**src/rtl/ovp_seq_pkg.sv**
```systemverilog
package ovp_seq_pkg;

  typedef enum logic [1:0] {
    PM_OFF    = 2'b00,
    PM_HIBER  = 2'b01,
    PM_LOWPWR = 2'b10,
    PM_NORMAL = 2'b11
  } pwr_mode_e;

  typedef enum logic [1:0] {
    RS_IDLE = 2'b00,
    RS_TRIP = 2'b01,
    RS_HOLD = 2'b10
  } rec_state_e;

  // index of each comparator lane in the synchronizer bank
  localparam int LANE_OVP  = 0;
  localparam int LANE_OTP  = 1;
  localparam int LANE_VBUS = 2;
  localparam int N_LANES   = 3;

endpackage

```
**src/rtl/ovp_sync_bank.sv**
```systemverilog
module ovp_sync_bank #(
  parameter int WIDTH  = 3,
  parameter int STAGES = 2
) (
  input  logic             clk,
  input  logic             rst_n,
  input  logic [WIDTH-1:0] async_in,
  output logic [WIDTH-1:0] sync_out
);

  logic [WIDTH-1:0] stage_q [STAGES];
  logic [WIDTH-1:0] stage_d [STAGES];

  genvar g;
  generate
    for (g = 0; g < STAGES; g++) begin : g_stage
      if (g == 0) begin : g_first
        always_comb stage_d[g] = async_in;
      end else begin : g_rest
        always_comb stage_d[g] = stage_q[g-1];
      end

      always_ff @(posedge clk or negedge rst_n) begin
        if (!rst_n) stage_q[g] <= '0;
        else        stage_q[g] <= stage_d[g];
      end
    end
  endgenerate

  assign sync_out = stage_q[STAGES-1];

endmodule

```
**src/rtl/ovp_hold_timer.sv**
```systemverilog
module ovp_hold_timer
  import ovp_seq_pkg::*;
#(
  parameter int HOLD_CYC = 6400
) (
  input  logic clk,
  input  logic rst_n,
  input  logic trip_q,
  output logic lockout
);

  localparam int CNT_W = $clog2(HOLD_CYC + 1);
  localparam logic [CNT_W-1:0] CNT_LAST = CNT_W'(HOLD_CYC - 1);
  localparam logic [CNT_W-1:0] CNT_ONE  = CNT_W'(1);

  rec_state_e       state_q, state_d;
  logic [CNT_W-1:0] cnt_q, cnt_d;
  logic             cnt_en;

  always_comb begin
    state_d = state_q;
    cnt_d   = cnt_q;
    cnt_en  = 1'b0;
    unique case (state_q)
      RS_IDLE: begin
        if (trip_q) state_d = RS_TRIP;
      end
      RS_TRIP: begin
        if (!trip_q) begin
          cnt_en = 1'b1;
          cnt_d  = CNT_ONE;
          state_d = (HOLD_CYC <= 1) ? RS_IDLE : RS_HOLD;
        end
      end
      RS_HOLD: begin
        if (trip_q) begin
          state_d = RS_TRIP;
        end else if (cnt_q == CNT_LAST) begin
          state_d = RS_IDLE;
        end else begin
          cnt_en = 1'b1;
          cnt_d  = cnt_q + CNT_ONE;
        end
      end
      default: state_d = RS_IDLE;
    endcase
  end

  always_ff @(posedge clk or negedge rst_n) begin
    if (!rst_n) state_q <= RS_IDLE;
    else        state_q <= state_d;
  end

  always_ff @(posedge clk or negedge rst_n) begin
    if (!rst_n)      cnt_q <= '0;
    else if (cnt_en) cnt_q <= cnt_d;
  end

  // open the switch in the very cycle the qualified trip appears
  assign lockout = trip_q || (state_q != RS_IDLE);

endmodule

```
**src/rtl/ovp_out_mux.sv**
```systemverilog
module ovp_out_mux
  import ovp_seq_pkg::*;
(
  input  pwr_mode_e mode,
  input  logic      ovp_lock,
  input  logic      otp_s,
  input  logic      vbus_s,
  input  logic      prov_req,
  input  logic      cons_req,
  output logic      prov_gate_en,
  output logic      cons_gate_en,
  output logic      flag_pull
);

  logic any_fault;
  logic normal;

  always_comb begin
    any_fault    = ovp_lock || otp_s;
    normal       = (mode == PM_NORMAL);
    prov_gate_en = normal && prov_req && !any_fault;
    cons_gate_en = vbus_s && cons_req && !any_fault;
    flag_pull    = normal ? any_fault : vbus_s;
  end

endmodule

```
**src/rtl/ovp_recovery_seq.sv**
```systemverilog
module ovp_recovery_seq
  import ovp_seq_pkg::*;
#(
  parameter int CYC_PER_US  = 100,
  parameter int HOLD_US     = 64,
  parameter int SYNC_STAGES = 2
) (
  input  logic       clk,
  input  logic       rst_n,
  input  logic       ovp_cmp,
  input  logic       otp_cmp,
  input  logic       vbus_ok_cmp,
  input  logic [1:0] pwr_mode,
  input  logic       prov_req,
  input  logic       cons_req,
  output logic       prov_gate_en,
  output logic       cons_gate_en,
  output logic       flag_pull,
  output logic       stat_ovp,
  output logic       stat_otp,
  output logic       stat_vbus
);

  localparam int HOLD_CYC = CYC_PER_US * HOLD_US;

  logic [N_LANES-1:0] raw_lanes;
  logic [N_LANES-1:0] sync_lanes;
  logic               ovp_s, otp_s, vbus_s;
  logic               ovp_qual;
  logic               ovp_lock;
  pwr_mode_e          mode;

  always_comb begin
    raw_lanes            = '0;
    raw_lanes[LANE_OVP]  = ovp_cmp;
    raw_lanes[LANE_OTP]  = otp_cmp;
    raw_lanes[LANE_VBUS] = vbus_ok_cmp;
  end

  ovp_sync_bank #(
    .WIDTH  (N_LANES),
    .STAGES (SYNC_STAGES)
  ) u_sync (
    .clk      (clk),
    .rst_n    (rst_n),
    .async_in (raw_lanes),
    .sync_out (sync_lanes)
  );

  assign ovp_s    = sync_lanes[LANE_OVP];
  assign otp_s    = sync_lanes[LANE_OTP];
  assign vbus_s   = sync_lanes[LANE_VBUS];
  // overvoltage detection is held off below the lockout level
  assign ovp_qual = ovp_s && vbus_s;
  assign mode     = pwr_mode_e'(pwr_mode);

  ovp_hold_timer #(
    .HOLD_CYC (HOLD_CYC)
  ) u_timer (
    .clk     (clk),
    .rst_n   (rst_n),
    .trip_q  (ovp_qual),
    .lockout (ovp_lock)
  );

  ovp_out_mux u_mux (
    .mode         (mode),
    .ovp_lock     (ovp_lock),
    .otp_s        (otp_s),
    .vbus_s       (vbus_s),
    .prov_req     (prov_req),
    .cons_req     (cons_req),
    .prov_gate_en (prov_gate_en),
    .cons_gate_en (cons_gate_en),
    .flag_pull    (flag_pull)
  );

  assign stat_ovp  = ovp_lock;
  assign stat_otp  = otp_s;
  assign stat_vbus = vbus_s;

endmodule

```
**config.mk**
```make
export PLATFORM = sky130hd
export DESIGN_NAME = ovp_recovery_seq
export DESIGN_NICKNAME = d
export VERILOG_FILES = /design/src/rtl/ovp_seq_pkg.sv /design/src/rtl/ovp_sync_bank.sv /design/src/rtl/ovp_hold_timer.sv /design/src/rtl/ovp_out_mux.sv /design/src/rtl/ovp_recovery_seq.sv
export SDC_FILE = /design/constraint.sdc
export NUM_CORES = 1
export LEC_CHECK = 0
export ABC_AREA = 0
export ABC_CLOCK_PERIOD_IN_PS = 2050
export BUFFER_PORTS_ARGS = -buffer_cell sky130_fd_sc_hd__buf_4
export CORE_AREA = 2 2 64 42
export CTS_BUF_LIST = sky130_fd_sc_hd__clkbuf_2
export CTS_CLUSTER_SIZE = 24
export DETAILED_ROUTE_END_ITERATION = 10
export DIE_AREA = 0 0 66 44
export GPL_ROUTABILITY_DRIVEN = 0
export GPL_TIMING_DRIVEN = 0
export PLACE_DENSITY = 0.76
export SLEW_MARGIN = 20
export SYNTH_ARGS = -nofsm -noshare
export SYNTH_HDL_FRONTEND = slang
export SYNTH_SLANG_ARGS = --single-unit
```
**constraint.sdc**
```tcl
create_clock -name clk -period 2.05 [get_ports clk]
set_input_delay 0.41 -clock clk [delete_from_list [all_inputs] [get_ports clk]]
set_output_delay 0.41 -clock clk [all_outputs]
set_load 0.01 [all_outputs]
```
== Yosys cells after proc, flatten, opt, wreduce, memory -nomap -nowiden ==
Cells that the tools add are included.
Storage, ports and cells
  register bits after elaboration: 21
  input bits: 9
Operators by class
  equality and inequality tests: 9
  $add $sub $neg: 1
  reduce and logical (&&, ||, !) cells: 13
  muxes and demuxes: 14
Operators by type and width (count)
  two-way mux 13 bit: 3
  one-hot mux 13 bit (2 select lines): 1
  adder 13 x 1 -> 13 bit, second input constant: 1
  equality test 13 bit, second input constant: 1
  two-way mux 2 bit: 4
  != test 2 bit, second input constant: 3
  one-hot mux 2 bit (3 select lines): 1
  logical AND 1 bit: 5
  AND reduction 5 bit: 1
  equality test 2 bit, second input constant: 2
  two-way mux 1 bit: 4
  nonzero test 2 bit: 2
  != test 3 x 1 -> 1 bit, second input constant: 1
  AND reduction 3 bit: 1
  equality test 2 x 1 -> 1 bit, second input constant: 1
  zero test 2 bit: 1
  logical OR 1 bit: 2
  != test 2 x 1 -> 1 bit, second input constant: 1
  one-hot mux 1 bit (2 select lines): 1
  zero test 1 bit: 1

== Depth between registers and ports, before layout ==
Gate-level depths: netlist of the first run.
  word-level depth: 5
  depth in mapped cells: 7

== Cells and area by module ==
Synthesis of the first run repeated with hierarchy kept, for this count alone.
Second synthesis, totals
  cell total of the unflattened synthesis: 112
  area total of the unflattened synthesis: 1181.1 µm²
Modules (own cells, without submodules)
  ovp_hold_timer: area each 991.0 µm², cells each 100, times used 1
  ovp_sync_bank: area each 150.1 µm², cells each 6, times used 1
  ovp_out_mux: area each 33.8 µm², cells each 5, times used 1
  ovp_recovery_seq: area each 6.3 µm², cells each 1, times used 1

== Least setup slack after synthesis of the first run ==
OpenSTA, ideal clock, no wires.
  path kind: register to register
  from: reg u_timer.state_q[0]
  to: reg u_timer.cnt_q[7]
  slack: 0.104 ns
  data arrival time: 1.819 ns
  path buffers: 0
  clock period less this slack: 1.946 ns
  stages on the path, launching flop included: 7
  cells stage by stage: dfrtp_1 > inv_1 > ha_1 > a21bo_2 > or4_4 > a211oi_2 > a211oi_1
On the way
  word-level cells in the longest chain between the ends: 3
  elaborated cells on any way between the ends: 9
  classes of those cells: eq/ne: 5; mux: 2; reduce/logical: 2
RTL lines
  start, declared: line ovp_hold_timer.sv:16  | rec_state_e state_q, state_d;
  start signal, assigned: line ovp_hold_timer.sv:51  | else state_q <= state_d;
  equality test 2 bit or equality test 2 x 1 -> 1 bit (tied branches): line ovp_hold_timer.sv:24  | unique case (state_q)
  one-hot mux 1 bit (2 select lines) (tied with other cells): line ovp_hold_timer.sv:24
  AND reduction 5 bit (no source line)
  end signal, assigned: line ovp_hold_timer.sv:56  | else if (cnt_en) cnt_q <= cnt_d;
  end, declared: line ovp_hold_timer.sv:17  | logic [CNT_W-1:0] cnt_q, cnt_d;
Several ways; a longest one is shown, not always the timed one.
A chain may end at the register's enable or synchronous reset.

== Final worst setup path of the first run ==
  from: reg u_timer.state_q[0]
  to: out prov_gate_en
On the way
  word-level cells in the longest chain between the ends: 5
RTL lines
  nonzero test 2 bit: line ovp_hold_timer.sv:60  | assign lockout = trip_q || (state_q != RS_IDLE);
  logical OR 1 bit: line ovp_hold_timer.sv:60
  logical OR 1 bit: line ovp_out_mux.sv:19  | any_fault = ovp_lock || otp_s;
  zero test 1 bit: line ovp_out_mux.sv:21  | prov_gate_en = normal && prov_req && !any_fault;
  logical AND 1 bit: line ovp_out_mux.sv:21
  end, declared: line ovp_recovery_seq.sv:16  | output logic prov_gate_en,
Every way passes these cells.

==> impl_metrics.ini, run 1 <==
[synth]
yosys_register_bits = 21
synth_cell_types = 42
synth.yosys.seq_area_share = 0.446
ys_warn_count = 0
synth_nets = 132
synth_ff_type = dfrtp_1
async_flop_share = 1.00
avgSynthCellArea_um2 = 10.1
synth_cells = 117
synth_edf_count = 0
syn-cell-area_um2 = 1180

[clock_tree]
cts_root_buf = clkbuf_2
htree_levels = 1
clk_pin_slew_ns = 0.21
cts_buffers = 3
clock_sinks = 21
ctsLongestPathBuffers = 2
clkLatencyLatePin_ns = 0.35
cts_tree = built

[setup_path]
crit_slowest_cell = dfrtp_1
path_class = reg -> out
crit_path_max_incr_delay_ns = 0.44
path_max_fanout = 3
startpoint_type = flip-flop
crit_arrival_ns = 1.55
worstPathRequired_ns = 1.64
worst_setup_path_end_kind = output pin
path_cells = inv_2 -> ha_4 -> nand2_1 -> nor2_2 -> and4_1 -> buf_4

[global_route]
grt_pass1_vias = 942
grtUsageTotal = 0.214
grt_pass1_wl_um = 4570
grt_max_degree = 22
grt-ovfl-total = 0
antenna_found_initial = 0

[finish]
nFillCells = 205
final_common_cell = dfrtp_1
final_nets = 156
fin_util = 0.603
area_growth_pct = 20.2
drive_gt1_frac = 0.271
antenna_cells = 0
final_cell_mix = dfrtp_1 (20), buf_4 (18), nand3_1 (7), nor2_1 (7)

[power]
fin_total_pwr_w = 0.00121
ir_worst_vdd_uv = 525
leakagePower_nw = 0.622
powerDensity_nw_per_um2 = 857

[run]
drv_cap = 0

[sta]
setup_viol = 0
fmax_ghz = 0.511
finClkSkew_ns = 0.00537
fin_crit_sh = 0.954
slew-limit-headroom = 0.676
holdWs_ns = 0.146
hold_viol = 0
finalCriticalPeriod_ns = 1.96
drv_slew = 0
rsz0062_at_grt = no
tns_ns = 0
worst_slack_ns = 0.0946
tightestPinTransition_ns = 0.482

[route]
wl_per_cell_um = 16.2
ant_nets = 0
routed_wl_um = 2780
drt_iter0_drc = 103
avgViaCountPerCell = 6.20
firstDrtPassIters = 4
vias = 1067
post-route-drc-count = 0

[placement]
hpwl_um = 2020
dp_slack_ns = -0.123
io_buffers = 14

[run_status]
status = completed

[floorplan]
die_y_um = 44
die_w_um = 66
core_um2 = 2350
initial_core_util = 0.502
rows = 14
die-area_um2 = 2900
io_pins = 15

[min_path]
hp-class = in -> reg
per-stage QoR:
| stage | cell area [um^2] | std cells |
|---|---|---|
| floorplan | 1180 | 117 |
| global placement | 1320 | 163 |
| detailed placement | 1320 | 163 |
| CTS | 1370 | 170 |
| global route | 1420 | 172 |
| finish | 1420 | 172 |
critical path, delay by kind of cell (launching register included):
kind                       cells  cell delay [ns]
DFF                            1             0.44
adders and majority gates      1             0.14
and+or+nand+nor                3             0.39
buffers and inverters          2             0.22
cell usage after synthesis, types with 2 or more instances:
cell type	count	share of area
ha_1	6	0.064
mux2i_1	2	0.017
a21o_1	2	0.013
nor3_1	2	0.0085
a31oi_1	2	0.011
inv_1	7	0.022
nand3_1	7	0.030
nand4_1	4	0.021
o21ai_0	7	0.030
nor2_1	8	0.026
a21oi_1	4	0.017
dfrtp_1	21	0.45
a211oi_1	4	0.026
and3_1	3	0.016
nand2_1	7	0.022
o211ai_1	2	0.013
nand2b_1	2	0.011
nor4_1	2	0.011
o311ai_0	2	0.015
registers in the layout (all words and copies together) (netlist names):
signal / flops
u_timer.cnt_q: 13
u_sync.stage_d: 3
u_sync.sync_out: 3
u_timer.state_q: 2
cells by family (layout without fill, tap and decap cells):
group | Yosys count | after routing | share of synthesized area
and+or+nand+nor | 46 | 46 | 0.236
buffers and inverters | 8 | 31 | 0.0255
AOI/OAI and AO/OA | 32 | 32 | 0.194
DFF | 21 | 21 | 0.446
muxes | 3 | 3 | 0.0266
adders and majority gates | 6 | 6 | 0.0638
xor gates and xnor gates | 1 | 1 | 0.00744
worst paths after layout:
path | slack, ns | cells after the start | start | end
setup reg to reg | 0.10 | 6 | u_timer.state_q[1] | u_timer.cnt_q[7]
setup / recovery | 0.09 | 6 | u_timer.state_q[0] | prov_gate_en
hold reg to reg | 0.39 | 0 | u_sync.stage_d[0] | u_sync.sync_out[0]
hold / removal | 0.15 | 1 | otp_cmp | u_sync.stage_d[1]
min in group asynchronous | 0.44 | 2 | rst_n | u_timer.cnt_q[10]
max in group asynchronous | 1.39 | 2 | rst_n | u_sync.sync_out[2]
report_power, final:
group / internal, W / total, W / leakage (nW) / switching (W)
registers: 0.000467 / 0.000522 / 0.273 / 0.0000551
logic: 0.000217 / 0.000505 / 0.336 / 0.000289
clock network: 0.0000453 / 0.000186 / 0.0126 / 0.000140
per-layer routing:
metal	vias to the layer above	GRT usage	wire length [um]
met3	7	0.0623	261
met5	-	0	0
met2	46	0.311	1230
met4	0	0.0408	30
met1	521	0.321	1260
li1	493	-	-
final cells by class:
cell class              instances  area (um^2)  share of cell area
plain buffers                   1         5.00             0.00354
clock buffers                   3         15.0              0.0106
well taps                      32         40.0              0.0283
clock inverters                 1         7.51             0.00531
inverters                       7         26.3              0.0186
multi-input cells              88          649               0.459
repair buffers                 19          145               0.103
flip-flops and latches         21          527               0.372
repair_timing:
item / CTS / global route
cloned: 0 / 0
resized for setup: 2 / 12
setup buffers: 2 / 2
pin swaps: 0 / 3
hold buffers: 1 / 0
setup endpoints to repair: 11 / 14
hold endpoints to repair: 21 / 0
Note: power is estimated with default switching activity, not from simulation.
==> run 2, diff against run 1 <==
ABC_CLOCK_PERIOD_IN_PS = 2100   (was 2050)
CORE_AREA = 2 2 50 52   (was 2 2 64 42)
DIE_AREA = 0 0 52 54   (was 0 0 66 44)
PLACE_DENSITY = 0.74   (was 0.76)
SYNTH_HIERARCHICAL = 1   (was unset)
clock period = 2.1 ns   (was 2.05 ns; I/O delays follow)
==> run 2 against run 1 <==
  * First-iteration DRC count fell by 70%
  * Global-route usage fell by 0.82 points
  * Largest cell class unchanged
  * Critical endpoint unchanged
  * Total power fell by 6.7%
  * Worst setup slack improved by 0.014 ns
  * Hold slack improved by 0.042 ns
  * Routed wire length fell by 5.6%
==> impl_metrics.ini, run 2 <==
[run_status]
status = completed

[power]
power.share.sequential = 0.425
powerDensity_nw_per_um2 = 799
p_sw_frac = 0.375
leakagePower_nw = 0.630
clockPowerShare = 0.148
ir_worst_vdd_uv = 493
switchingPower_w = 0.000424
combPwrFrac = 0.427
internal_power_w = 0.000708

[floorplan]
io_pins = 15
initial_core_util = 0.509
die-area_um2 = 2810
rows = 18
die_y_um = 54
core_um2 = 2320
die_w_um = 52

[route]
routed_wl_um = 2630
post-route-drc-count = 0
ant_nets = 0
firstDrtPassIters = 4
vias = 1019
drt_iter0_drc = 31
avgViaCountPerCell = 6.10
wl_per_cell_um = 15.7

[finish]
fin_area_um2 = 1420
final_nets = 153
top_register = u_timer/cnt_q
drive_gt1_frac = 0.292
area_growth_pct = 20.0
largest_register_ffs = 13
final_cell_mix = buf_4 (21), dfrtp_1 (21), o31ai_1 (10)
layout.cells.non_filler = 167
antenna_cells = 0
multiInputGateArea_um2 = 639
regArea_um2 = 526
nFillCells = 191

[synth]
synth_commonest_cells = dfrtp_1 (21), o31ai_1 (10), nand2_1 (7)
ys_warn_count = 6
synth.area.top_cells = dfrtp_1 (44%), ha_1 (6.4%), o31ai_1 (6.4%), nand2_1 (2.2%), o41ai_1 (2.2%)
synth_cell_types = 43
yosys.area_share.simple = 0.237
synth_most_common_cell = dfrtp_1
synth_compound_area_frac = 0.202
synth_top_family_by_area = simple AND/OR/NAND/NOR gates
syn-cell-area_um2 = 1180
synth_fa_ha_area_frac = 0.0636
synth_area_leader_cell = dfrtp_1
synth_edf_count = 0
synth_mux_area_frac = 0.0265
synth_cells = 112
synth_xor_area_frac = 0
synth_top_area_frac = 0.445
synth_nets = 127
synth_ff_type = dfrtp_1
avgSynthCellArea_um2 = 10.5
async_flop_share = 1.00
yosys_register_bits = 21
synth.yosys.seq_area_share = 0.445

[sta]
fin_crit_sh = 0.948
fmax_ghz = 0.502
finalCriticalPeriod_ns = 1.99
tightestPinTransition_ns = 0.475
worst_slack_ns = 0.108
setup_viol = 0
drv_slew = 0
hold_viol = 0
finClkSkew_ns = 0.00171
slew-limit-headroom = 0.683

[min_path]
worstHoldStart = otp_cmp
hp-class = in -> reg

[placement]
dp_slack_ns = 0.0423
place_area_um2 = 1320
io_buffers = 14
hpwl_um = 1790
dp.cells = 156

[clock_tree]
ctsLongestPathBuffers = 2
clock_sinks = 21
htree_levels = 1
clkLatencyLatePin_ns = 0.32
cts_root_buf = clkbuf_2
clk_pin_slew_ns = 0.20
cts_tree = built
cts_buffers = 3

[setup_path]
startpoint_type = flip-flop
worst_setup_path_end_kind = output pin
path_class = reg -> out
path_max_fanout = 4
worstReg2RegStart = u_timer/state_q[1]
crit_arrival_ns = 1.57
startpoint = u_timer/state_q[1]
worstPathRequired_ns = 1.68

[global_route]
grt_pass1_vias = 965
grtUsageTotal = 0.206
antenna_found_initial = 0
grt-ovfl-total = 0
grt_pass1_wl_um = 4190
grt_max_degree = 22

[run]
drv_cap = 0
## run 2: cell count changes after synthesis, moves of 3 or more
| cell | change |
|---|---|
| nand3_1 | -3 |
| o31ai_1 | +9 |
| o21ai_1 | +3 |
| o21a_1 | +3 |
| a211oi_1 | -4 |
| nor2_1 | -6 |
| nand4_1 | -3 |
| and2_1 | +3 |
| inv_1 | -5 |
| o41ai_1 | +3 |
## run 2: path summary, 6_finish.rpt
kind	to	slack [ns]	cells past startpoint
setup reg to reg	u_timer/cnt_q[11]	0.18	6
min in group asynchronous	u_timer/state_q[1]	0.48	2
hold reg to reg	u_sync/sync_out[0]	0.38	0
max in group asynchronous	u_timer/cnt_q[12]	1.41	2
hold / removal	u_sync/stage_d[1]	0.19	1
setup / recovery	prov_gate_en	0.11	6
## run 2: repair_timing
| action | in CTS | in global routing |
|---|---|---|
| hold endpoints to repair | 21 | 0 |
| setup endpoints to repair | 2 | 15 |
| pin swaps | 0 | 1 |
| cloned | 0 | 0 |
| gates resized for setup | 1 | 5 |
| hold buffers | 1 | 0 |
| setup buffers | 1 | 6 |
## run 2: cell families (layout without fill, tap and decap cells)
logic type,count (synthesis),count (layout)
AND/OR/NAND/NOR,42,42
AO/OA/AOI/OAI,34,34
flip-flops,21,21
adder cells (fa/ha/maj),6,6
buffers and inverters,6,31
multiplexers,3,3
## run 2: per-stage QoR
stage          TNS (ns)  power, W  hold WS (ns)   util
2_1_floorplan         0  0.000778         0.124      -
3_3_place_gp          0  0.000889         0.315  0.571
3_5_place_dp          0  0.000909         0.323  0.571
4_1_cts               0   0.00109         0.172  0.591
5_1_grt         -0.0103   0.00121         0.146  0.611
6_report              0   0.00113         0.188  0.611
## run 2: critical path, cell delays in order, from the launching register on
cell and delay, ns:
dfrtp_1 0.46, inv_2 0.09, ha_2 0.18, nand2b_1 0.08, nor2_2 0.12, and4_1 0.20, buf_4 0.12
## run 2: cell type report
cell class,count,share of cell area
flip-flops and latches,21,0.371
plain buffers,3,0.0141
well taps,30,0.0265
clock inverters,1,0.00353
inverters,2,0.00530
multi-input cells,85,0.451
clock buffers,3,0.0106
repair buffers,22,0.118
## run 2: routing by layer
layer / vias to the layer above / GRT usage / routed length [um]
met5: - / 0 / 0
met4: 0 / 0.0965 / 10
met3: 2 / 0.0417 / 83
met2: 23 / 0.365 / 1360
met1: 515 / 0.239 / 1170
li1: 479 / - / -
## run 2: power by group through the flow
stage | Combinational (W) | Clock [W] | Sequential [W]
after global placement | 0.000398 | 0 | 0.000491
after floorplan | 0.000293 | 0 | 0.000485
after CTS | 0.000441 | 0.000174 | 0.000478
after global routing | 0.000539 | 0.000189 | 0.000485
after detailed placement | 0.000416 | 0 | 0.000493
final | 0.000484 | 0.000168 | 0.000481
